==> src/rtl/rel_addr_pkg.sv <==
package rel_addr_pkg;
  typedef enum logic [1:0] {
    OP_NONE   = 2'd0,
    OP_LEA_PC = 2'd1,
    OP_LEA_SP = 2'd2,
    OP_SP_ADJ = 2'd3
  } op_e;

  typedef struct packed {
    op_e        op;
    logic [2:0] dst;
    logic       neg;
    logic [7:0] words;
  } dec_t;
endpackage

==> src/rtl/rel_addr_decode.sv <==
module rel_addr_decode
  import rel_addr_pkg::*;
(
  input  logic [15:0] instr,
  output dec_t        dec
);
  always_comb begin
    dec = '0;
    dec.op = OP_NONE;
    if (instr[15:12] == 4'b1010) begin
      dec.op    = instr[11] ? OP_LEA_SP : OP_LEA_PC;
      dec.dst   = instr[10:8];
      dec.words = instr[7:0];
    end else if (instr[15:8] == 8'b1011_0000) begin
      dec.op    = OP_SP_ADJ;
      dec.neg   = instr[7];
      dec.words = {1'b0, instr[6:0]};
    end
  end
endmodule

==> src/rtl/rel_addr_calc.sv <==
module rel_addr_calc
  import rel_addr_pkg::*;
#(
  parameter int ADDR_W = 32
) (
  input  dec_t              dec,
  input  logic [ADDR_W-1:0] pc,
  input  logic [ADDR_W-1:0] sp,
  output logic [ADDR_W-1:0] result
);
  localparam int OFF_W = 10;

  logic [ADDR_W-1:0] offset;
  logic [ADDR_W-1:0] pc_base;
  logic [ADDR_W-1:0] base;

  always_comb begin
    offset = '0;
    offset[OFF_W-1:0] = {dec.words, 2'b00};
    pc_base    = pc + ADDR_W'(4);
    pc_base[1] = 1'b0;
    base   = (dec.op == OP_LEA_PC) ? pc_base : sp;
    result = dec.neg ? (base - offset) : (base + offset);
  end
endmodule

==> src/rtl/rel_addr_unit.sv <==
module rel_addr_unit
  import rel_addr_pkg::*;
#(
  parameter int ADDR_W = 32,
  parameter int IDX_W  = 3
) (
  input  logic              clk,
  input  logic              rst,
  input  logic              in_valid,
  input  logic [15:0]       instr,
  input  logic [ADDR_W-1:0] inst_addr,
  input  logic [ADDR_W-1:0] sp_in,
  output logic              rd_we,
  output logic [IDX_W-1:0]  rd_idx,
  output logic [ADDR_W-1:0] rd_value,
  output logic              sp_we,
  output logic [ADDR_W-1:0] sp_value
);
  dec_t              dec;
  logic [ADDR_W-1:0] result;
  logic              is_lea;
  logic              is_adj;

  rel_addr_decode u_dec (
    .instr (instr),
    .dec   (dec)
  );

  rel_addr_calc #(.ADDR_W(ADDR_W)) u_calc (
    .dec    (dec),
    .pc     (inst_addr),
    .sp     (sp_in),
    .result (result)
  );

  assign is_lea = in_valid && (dec.op == OP_LEA_PC || dec.op == OP_LEA_SP);
  assign is_adj = in_valid && (dec.op == OP_SP_ADJ);

  always_ff @(posedge clk) begin
    if (rst) begin
      rd_we    <= 1'b0;
      sp_we    <= 1'b0;
      rd_idx   <= '0;
      rd_value <= '0;
      sp_value <= '0;
    end else begin
      rd_we <= is_lea;
      sp_we <= is_adj;
      if (is_lea) begin
        rd_idx   <= IDX_W'(dec.dst);
        rd_value <= result;
      end
      if (is_adj) begin
        sp_value <= result;
      end
    end
  end

  AST_ONE_WRITE: assert property (@(posedge clk) disable iff (rst)
    !(rd_we && sp_we));

  AST_NO_WE_WITHOUT_VALID: assert property (@(posedge clk) disable iff (rst)
    (rd_we || sp_we) |-> $past(in_valid));

  AST_KNOWN_PATTERN: assert property (@(posedge clk) disable iff (rst)
    (rd_we || sp_we) |-> ($past(instr[15:12]) == 4'b1010 || $past(instr[15:8]) == 8'hB0));

  AST_PC_BIT1_CLEAR: assert property (@(posedge clk) disable iff (rst)
    (rd_we && !$past(instr[11])) |-> (rd_value[1] == 1'b0));

  AST_SP_ALIGN_KEPT: assert property (@(posedge clk) disable iff (rst)
    sp_we |-> (sp_value[1:0] == $past(sp_in[1:0])));
endmodule

==> config.mk <==
export PLATFORM = sky130hd
export DESIGN_NAME = rel_addr_unit
export DESIGN_NICKNAME = d
export VERILOG_FILES = /design/src/rtl/rel_addr_pkg.sv /design/src/rtl/rel_addr_decode.sv /design/src/rtl/rel_addr_calc.sv /design/src/rtl/rel_addr_unit.sv
export SDC_FILE = /design/constraint.sdc
export NUM_CORES = 1
export LEC_CHECK = 0
export CAP_MARGIN = 25
export CORE_ASPECT_RATIO = 0.8
export CORE_MARGIN = 2
export CORE_UTILIZATION = 45
export CTS_CLUSTER_DIAMETER = 100
export DETAILED_ROUTE_END_ITERATION = 8
export MAX_ROUTING_LAYER = met4
export PLACE_DENSITY = 0.79
export SYNTH_ARGS = -nofsm -noshare
export SYNTH_HDL_FRONTEND = slang
export SYNTH_SLANG_ARGS = --single-unit
==> constraint.sdc <==
create_clock -name clk -period 4.44 [get_ports clk]
set_input_delay 0.666 -clock clk [delete_from_list [all_inputs] [get_ports clk]]
set_output_delay 0.666 -clock clk [all_outputs]
set_load 0.005 [all_outputs]
## Yosys cells after proc, flatten, opt, wreduce, memory -nomap -nowiden

Index checks and enable logic that the tools add are counted.

- Register bits after elaboration: 69
- Latch bits: 0
- Memory bits (writable): 0
- Bits in read-only memories: 0
- Bits of input ports: 83
- Output and inout port bits: 69
- Logic and storage cells: 25
- Memories kept: 0

- Add/sub/neg operators: 3
- Multipliers: 0
- Div/mod/pow operators: 0
- Order comparisons: 0
- Eq/ne operators: 5
- Shifts and indexed selects: 0
- Muxes and demuxes: 9
- Bitwise gates (word level): 0
- Reductions and logical operators: 3

Operators by type and width:

| operator | count |
|---|---|
| $mux 32 | 2 |
| $add 32x10->32 | 1 |
| $add 32x3->32 const B | 1 |
| $sub 32x10->32 | 1 |
| $mux 9 | 1 |
| $eq 8x8->1 const B | 1 |
| $mux 8 | 1 |
| $mux 2 | 3 |
| $eq 2x2->1 const B | 2 |
| $eq 4x4->1 const B | 1 |
| $mux 3 | 1 |
| $eq 2x1->1 const B | 1 |
| $logic_and 1x1->1 | 2 |
| $logic_or 1x1->1 | 1 |
| $mux 1 | 1 |

## Depth between registers and ports, before layout

Gate-level depths: netlist of run 1.

- Word-level depth: 7
- Depth in mapped cells: 18
- Gate-level depth less buffers: 17

## Modules after synthesis

A second synthesis of run 1 with hierarchy kept.

- Cell total of the unflattened synthesis: 670
- Area total of the unflattened synthesis: 5,585.4 µm²

Modules (own cells, without submodules):

| module | instances | cells an instance | area an instance (µm²) | seq. area each (µm²) |
|---|---|---|---|---|
| rel_addr_unit | 1 | 265 | 2,852.7 | 1,381.3 |
| rel_addr_calc | 1 | 383 | 2,575.0 | 0.0 |
| rel_addr_decode | 1 | 22 | 157.7 | 0.0 |

## Worst setup path after synthesis of run 1

OpenSTA, ideal clock, no wires.

- Path type: in2reg
- Start: input instr[9]
- End: register rd_value[24]
- Setup time: 62 ps
- Arrival: 4,132 ps
- Data required time: 4,378 ps
- Slack: 246 ps
- Stages: 17
- Path buffers: 1
- Cell sequence: nor4_1 > o21ba_2 > clkbuf_1 > nand2_1 > ha_1 > nor2_1 > nor2_1 > a31oi_1 > o21ai_0 > ha_1 > a21o_1 > o21ai_0 > a21oi_1 > o21ai_1 > a211oi_1 > or4_1 > nand3_1

- Word-level cells in the longest chain between the ends: 7
- Elaborated cells on any way between the ends: 14
- Classes of those cells: 2 x add/sub; 3 x eq/ne; 7 x mux; 2 x reduce/logical

RTL lines:

| element | RTL line | source |
|---|---|---|
| start: declaration | rel_addr_unit.sv:10 | `input logic [15:0] instr,` |
| $eq 8x8->1 (*) | rel_addr_decode.sv:14 | `end else if (instr[15:8] == 8'b1011_0000) begin` |
| $mux 2 | rel_addr_decode.sv:14 |  |
| $mux 2 | rel_addr_decode.sv:10 | `if (instr[15:12] == 4'b1010) begin` |
| $eq 2x1->1 | rel_addr_calc.sv:22, rel_addr_unit.sv:36 |  |
| $mux 32 | rel_addr_calc.sv:22 | `base = (dec.op == OP_LEA_PC) ? pc_base : sp;` |
| $add 32x10->32 or $sub 32x10->32 (tied branches) | rel_addr_calc.sv:23 | `result = dec.neg ? (base - offset) : (base + offset);` |
| $mux 32 | rel_addr_calc.sv:23 |  |
| end signal: assignment | rel_addr_unit.sv:51 | `rd_value <= result;` |
| end: declaration | rel_addr_unit.sv:15 | `output logic [ADDR_W-1:0] rd_value,` |

Every way passes the cells marked *; elsewhere a longest branch is shown, timed or not.
A chain may end at the register's enable or synchronous reset.

## Worst setup path in the final report of run 1

- Start: input instr[8]
- End: register rd_value[31]

Same word-level chain as after synthesis.

==> results of run 1 <==
-- layout make-up --
class	instances	area (um2)
Clock inverter	6	86.3
Clock buffer	10	239
Sequential cell	69	1380
Inverter	12	45.0
Fill cell	914	3090
Timing Repair Buffer	304	2680
Tap cell	148	185
Multi-Input combinational cell	624	3940
-- power breakdown --
group / internal [mW] / leakage (nW) / switching [mW]
sequential: 0.630 / 0.557 / 0.00601
clock: 0.505 / 0.158 / 0.266
combinational: 0.356 / 2.71 / 0.350
total: 1.49 / 3.42 / 0.622
-- synth_stat cells (all sizes together) (2+ instances only) --
cell type / count
a21oi: 60
xor2: 27
a32oi: 4
and4: 2
a2111o: 2
ha: 33
a311o: 2
o311ai: 2
nor4: 4
o2111ai: 2
a21boi: 4
clkbuf: 34
a31o: 5
nor3: 19
o31ai: 2
o21ai: 47
dfxtp: 69
or3: 5
o21a: 10
nand2: 135
o41ai: 2
and2: 9
nor4b: 2
a41oi: 2
xnor2: 19
nor2: 42
o211ai: 6
inv: 12
nand2b: 4
or4: 17
a21o: 11
a211oi: 9
nor2b: 8
or2: 3
a31oi: 11
buf: 14
mux2i: 3
and3: 9
nand3: 66
nand4: 24
-- kinds of logic (layout without fill, tap and decap cells) --
family	Yosys count	after routing	share of synthesized area (%)
flops	69	69	25.4
xor+xnor	46	46	7.40
compound gates	189	189	22.3
buf+inv	60	332	4.62
fa+ha+maj	34	34	7.96
mux	4	4	0.759
simple gates	351	351	31.5
-- registers in the layout (all words and copies together), names as in the netlist --
register	cells
rd_we	1
rd_idx	3
sp_value	32
sp_we	1
rd_value	32
-- worst max-delay path: stages --
cell and delay [ps]:
clkdlybuf4s50_1 450, nor4_2 290, buf_4 170, o21ba_2 150, buf_6 140, o41ai_1 120
buf_4 170, o21a_1 190, ha_1 310, and2_4 170, nand2_4 50, or3_4 410
o41ai_4 370, buf_4 180, o211ai_1 90, o21ai_1 180, xor2_1 300, a21oi_1 130
-- through the flow --
stage | total power [mW] | utilization, % | TNS (ps)
floorplan | 0.972 | - | 0
detailed placement | 1.31 | 69.2 | -3580
global route | 2.22 | 73.5 | -182
CTS | 2.09 | 72.0 | 0
finish | 2.11 | 73.5 | 0
global placement | 1.30 | 69.2 | -2840
-- final timing paths --
kind	to	slack, ps	cells after the start
max reg2reg	rd_value[31]	3700	2
min reg2reg	rd_idx[0]	450	2
min	rd_idx[0]	450	2
max	rd_value[31]	110	18
-- timing repair --
item                       4_1_cts  5_1_grt
buffers inserted                 0        5
pin swaps                        0       14
gates resized for setup          1       36
setup endpoints to repair        2       40
-- routing by layer --
metal | global-route usage [%] | vias to the layer above | wire (um)
met3 | 6.07 | 27 | 1050
met1 | 34.3 | 3123 | 8130
met2 | 50.8 | 208 | 8980
met5 | - | - | 0
met4 | 4.73 | 0 | 238
li1 | - | 3258 | -
==> flow_metrics.py, run 1 <==
metrics = {
    "yosys": {
        "synthCells": 753,
        "synth_seq_cells": 69,
        "ys_types": 69,
        "netlist_area_um2": 5440,
        "yosysTopAreaCell": "dfxtp_1",
        "ys_seq_area_share_pct": 25.4,
        "yosys_warnings": 0,
        "synth-main-ff-cell": "dfxtp_1",
        "synthTopCellsByArea": "dfxtp_1, nand2_1, ha_1",
        "ys_async_sr_fraction_pct": 0,
        "syn_nets": 870,
        "synth_edf_count": 0,
        "synth_top_area_share_pct": 25.4,
        "avgSynthCellArea_um2": 7.23,
    },
    "timing": {
        "timing.final.ws_setup_ps": 113,
        "finClkSkew_ps": 0,
        "relSlewSlack_pct": 45.8,
        "period_share_pct": 97.5,
        "final.min_clock_period_ps": 4330,
        "fmax_mhz": 231,
        "worst_slew_pin_slew_ps": 811,
        "slew_viol_final": 0,
        "hold_ws_ps": 451,
        "hold_viol": 0,
        "finalSetupViolations": 0,
    },
    "placement": {
        "post-dp-hpwl_mm": 13.9,
        "post-place-cells": 1152,
        "place.gp.congestion": 0.963,
        "portBuffers": 150,
        "pre_cts_slack_ps": -357,
        "postPlaceCellArea_um2": 8060,
    },
    "clocking": {
        "clk_pin_slew_worst_paths_ps": 50,
        "worstSkewPairLatency_ps": 330,
        "cts_buffer_depth": 2,
        "numCtsBuffers": 9,
        "root_buffer": "clkbuf_16",
        "postCtsHoldBufs": 0,
        "cts_tree": "yes",
        "clock-sinks": 69,
        "h-tree-depth": 3,
    },
    "setup_path": {
        "cp.required_ps": 4640,
        "cp-start-kind": "primary input",
        "crit_arrival_ps": 4530,
        "worst-setup-path-type": "in -> reg",
        "crit_start": "instr[8]",
        "r2r_start": "rd_value[31]",
        "crit_path_max_fanout": 10,
        "endpoint_kind": "flop",
    },
    "cells_and_area": {
        "n_antenna_cell": 0,
        "final_nets": 1137,
        "final_cells": 1173,
        "drive_gt1_share_pct": 21.3,
        "final_common_cell": "buf_4",
        "area_growth_pct": 57.3,
        "mostFrequentLayoutCells": "buf_4, clkdlybuf4s50_1, nand2_1",
        "final_area_um2": 8560,
    },
    "route": {
        "drtPass1Iterations": 5,
        "vias_per_cell": 5.64,
        "dr.first_iter.drc_count": 528,
        "totalWireLength_mm": 18.4,
        "wl_per_cell_um": 15.7,
        "ant_nets": 0,
        "drc": 0,
        "num_vias": 6616,
    },
    "run": {
        "cap_violations": 0,
    },
    "die": {
        "fp-row-count": 35,
        "ios": 152,
        "start_util_pct": 46.7,
        "die_w_um": 127,
        "dieArea_um2": 13000,
        "die_h_um": 102,
        "core_area_um2": 11600,
    },
    "global_routing": {
        "grt_max_degree": 71,
        "grt_pass1_vias": 6223,
        "grt_overflow": 0,
        "grt_usage_pct": 28.6,
        "grt_pass1_wl_mm": 29.2,
        "antenna_found_initial": 0,
    },
    "status": {
        "status": "finished clean",
    },
    "pwr": {
        "power_density_nw_per_um2": 247,
        "ir_worst_vdd_mv": 0.204,
        "leakagePower_nw": 3.42,
    },
    "worst_hold_path": {
        "hp-start": "rd_idx[0]",
        "hold_class": "reg -> reg",
    },
}
No activity file was read; power rests on OpenSTA's default activity.
==> run 2: changes to the inputs <==
--- a/config.mk
+++ b/config.mk
@@ -13,6 +13,7 @@
 export DETAILED_ROUTE_END_ITERATION = 8
 export MAX_ROUTING_LAYER = met4
 export PLACE_DENSITY = 0.79
+export SLEW_MARGIN = 20
 export SYNTH_ARGS = -nofsm -noshare
 export SYNTH_HDL_FRONTEND = slang
 export SYNTH_SLANG_ARGS = --single-unit
==> constraint.sdc (replaced) <==
create_clock -name clk -period 3.75 [get_ports clk]
set_input_delay 0.5625 -clock clk [delete_from_list [all_inputs] [get_ports clk]]
set_output_delay 0.5625 -clock clk [all_outputs]
set_load 0.005 [all_outputs]
==> run 2 against run 1 <==
  * Non-clock buffer count up 52
  * Register-to-register slack worse by 770 ps
  * Die area unchanged
  * Critical endpoint is now sp_value[31]
  * Largest cell class unchanged
  * Highest routed layer unchanged
==> flow_metrics.py, run 2 (synthesized netlist as in run 1, its figures left out) <==
metrics = {
    "cells_and_area": {
        "top_regs": "rd_value x32, sp_value x32, rd_idx x3",
        "drive_gt1_share_pct": 30.8,
        "final_common_cell": "buf_4",
        "n_antenna_cell": 0,
        "final_nets": 1189,
        "final_cells": 1225,
        "mostFrequentLayoutCells": "buf_4, nand2_1, clkdlybuf4s50_1",
        "area_growth_pct": 73.1,
        "post-route-util_pct": 80.9,
    },
    "route": {
        "totalWireLength_mm": 21.6,
        "vias_per_cell": 5.76,
        "dr.first_iter.drc_count": 580,
        "drtPass1Iterations": 5,
        "num_vias": 7052,
        "drc": 0,
        "wl_per_cell_um": 17.7,
        "ant_nets": 0,
    },
    "timing": {
        "worst_slew_pin_slew_ps": 770,
        "relSlewSlack_pct": 48.6,
        "slew_viol_final": 0,
        "fmax_mhz": 268,
        "finalSetupViolations": 0,
        "final.min_clock_period_ps": 3730,
        "timing.final.ws_setup_ps": 20.5,
        "period_share_pct": 99.5,
        "finClkSkew_ps": 0,
        "hold_ws_ps": 449,
        "hold_viol": 0,
    },
    "clocking": {
        "cts_tree": "yes",
        "clock-sinks": 69,
        "worstSkewPairLatency_ps": 340,
        "postCtsHoldBufs": 0,
        "h-tree-depth": 3,
        "numCtsBuffers": 9,
        "root_buffer": "clkbuf_16",
        "cts_buffer_depth": 2,
        "clk_pin_slew_worst_paths_ps": 50,
    },
    "setup_path": {
        "cp.required_ps": 3960,
        "crit_arrival_ps": 3940,
        "worst-setup-path-type": "in -> reg",
        "cp-start-kind": "primary input",
        "crit_path_max_fanout": 5,
        "endpoint_kind": "flop",
    },
    "die": {
        "fp-row-count": 35,
        "die_w_um": 127,
        "start_util_pct": 46.7,
        "die_h_um": 102,
        "ios": 152,
        "dieArea_um2": 13000,
        "core_area_um2": 11600,
    },
    "status": {
        "status": "finished clean",
    },
    "run": {
        "cap_violations": 0,
    },
    "pwr": {
        "leakagePower_nw": 3.85,
        "power_density_nw_per_um2": 277,
        "power_mw": 2.61,
        "ir_worst_vdd_mv": 0.213,
    },
    "placement": {
        "post-place-cells": 1183,
        "post-dp-hpwl_mm": 14.8,
        "portBuffers": 150,
        "pre_cts_slack_ps": -762,
        "place.gp.congestion": 0.934,
    },
    "worst_hold_path": {
        "hold_class": "reg -> reg",
    },
    "global_routing": {
        "grt_pass1_wl_mm": 31.7,
        "antenna_found_initial": 0,
        "grt_pass1_vias": 6604,
        "grt_usage_pct": 31.3,
        "grt_overflow": 0,
        "grt_max_degree": 71,
    },
}
-- run 2: changes by cell type in the layout (fill, tap and decap cells not counted), moves of 6 or more --
cell,before,now
a21oi_1,54,44
a21oi_2,5,14
buf_4,151,195
clkdlybuf4s50_1,148,127
dlygate4sd2_1,0,12
ha_1,32,24
ha_4,1,8
nor2_1,40,34
o21ai_0,38,24
o21ai_1,7,17
-- run 2: worst paths after layout --
check | cells past startpoint | start | to | slack [ps]
min reg2reg | 2 | rd_idx[2] | rd_idx[2] | 450
min | 2 | rd_idx[2] | rd_idx[2] | 450
max | 17 | instr[13] | sp_value[31] | 20
max reg2reg | 2 | sp_value[24] | sp_value[24] | 2930
-- run 2: repair_timing --
item	CTS	global route
setup endpoints to repair	44	40
buffers inserted	16	13
pin swaps	43	53
gates resized for setup	79	78
gates cloned	0	0
-- run 2: per-stage QoR --
step | instance area, um2 | TNS, ps
6_report | 9420 | 0
3_3_place_gp | 8410 | -24850
4_1_cts | 9010 | 0
2_1_floorplan | 5520 | 0
5_1_grt | 9420 | -1450
3_5_place_dp | 8410 | -26540
-- run 2: area by class of cell --
class                   instances  area (um2)
repair buffers                356        3110
clock inverters                 6        61.3
fillers                       765        2230
inverters                      12        45.0
well taps                     148         185
clock buffers                  10         239
flip-flops and latches         69        1380
multi-input cells             624        4400
-- run 2: metal layers --
metal / global-route usage (%) / routed length, um
met2: 53.1 / 10600
met4: 10.3 / 666
met1: 38.0 / 9040
met3: 5.71 / 1330
met5: - / 0
-- run 2: critical path, cell delays in order --
cell and delay, ps:
dlygate4sd2_1 230, nand3b_1 190, buf_4 160, buf_4 100, nor2_1 40, buf_4 160, buf_4 150, a31o_4 230
ha_4 270, and2_4 160, nand2_4 50, or3_4 380, o41ai_4 480, o211ai_1 180, o21ai_1 180, xor2_1 310
a21oi_1 110
-- run 2: report_power, final --
| part | leakage (nW) | switching, mW | internal, mW |
|---|---|---|---|
| Combinational | 3.14 | 0.504 | 0.497 |
| Sequential | 0.557 | 0.00734 | 0.746 |
| Clock | 0.149 | 0.328 | 0.531 |
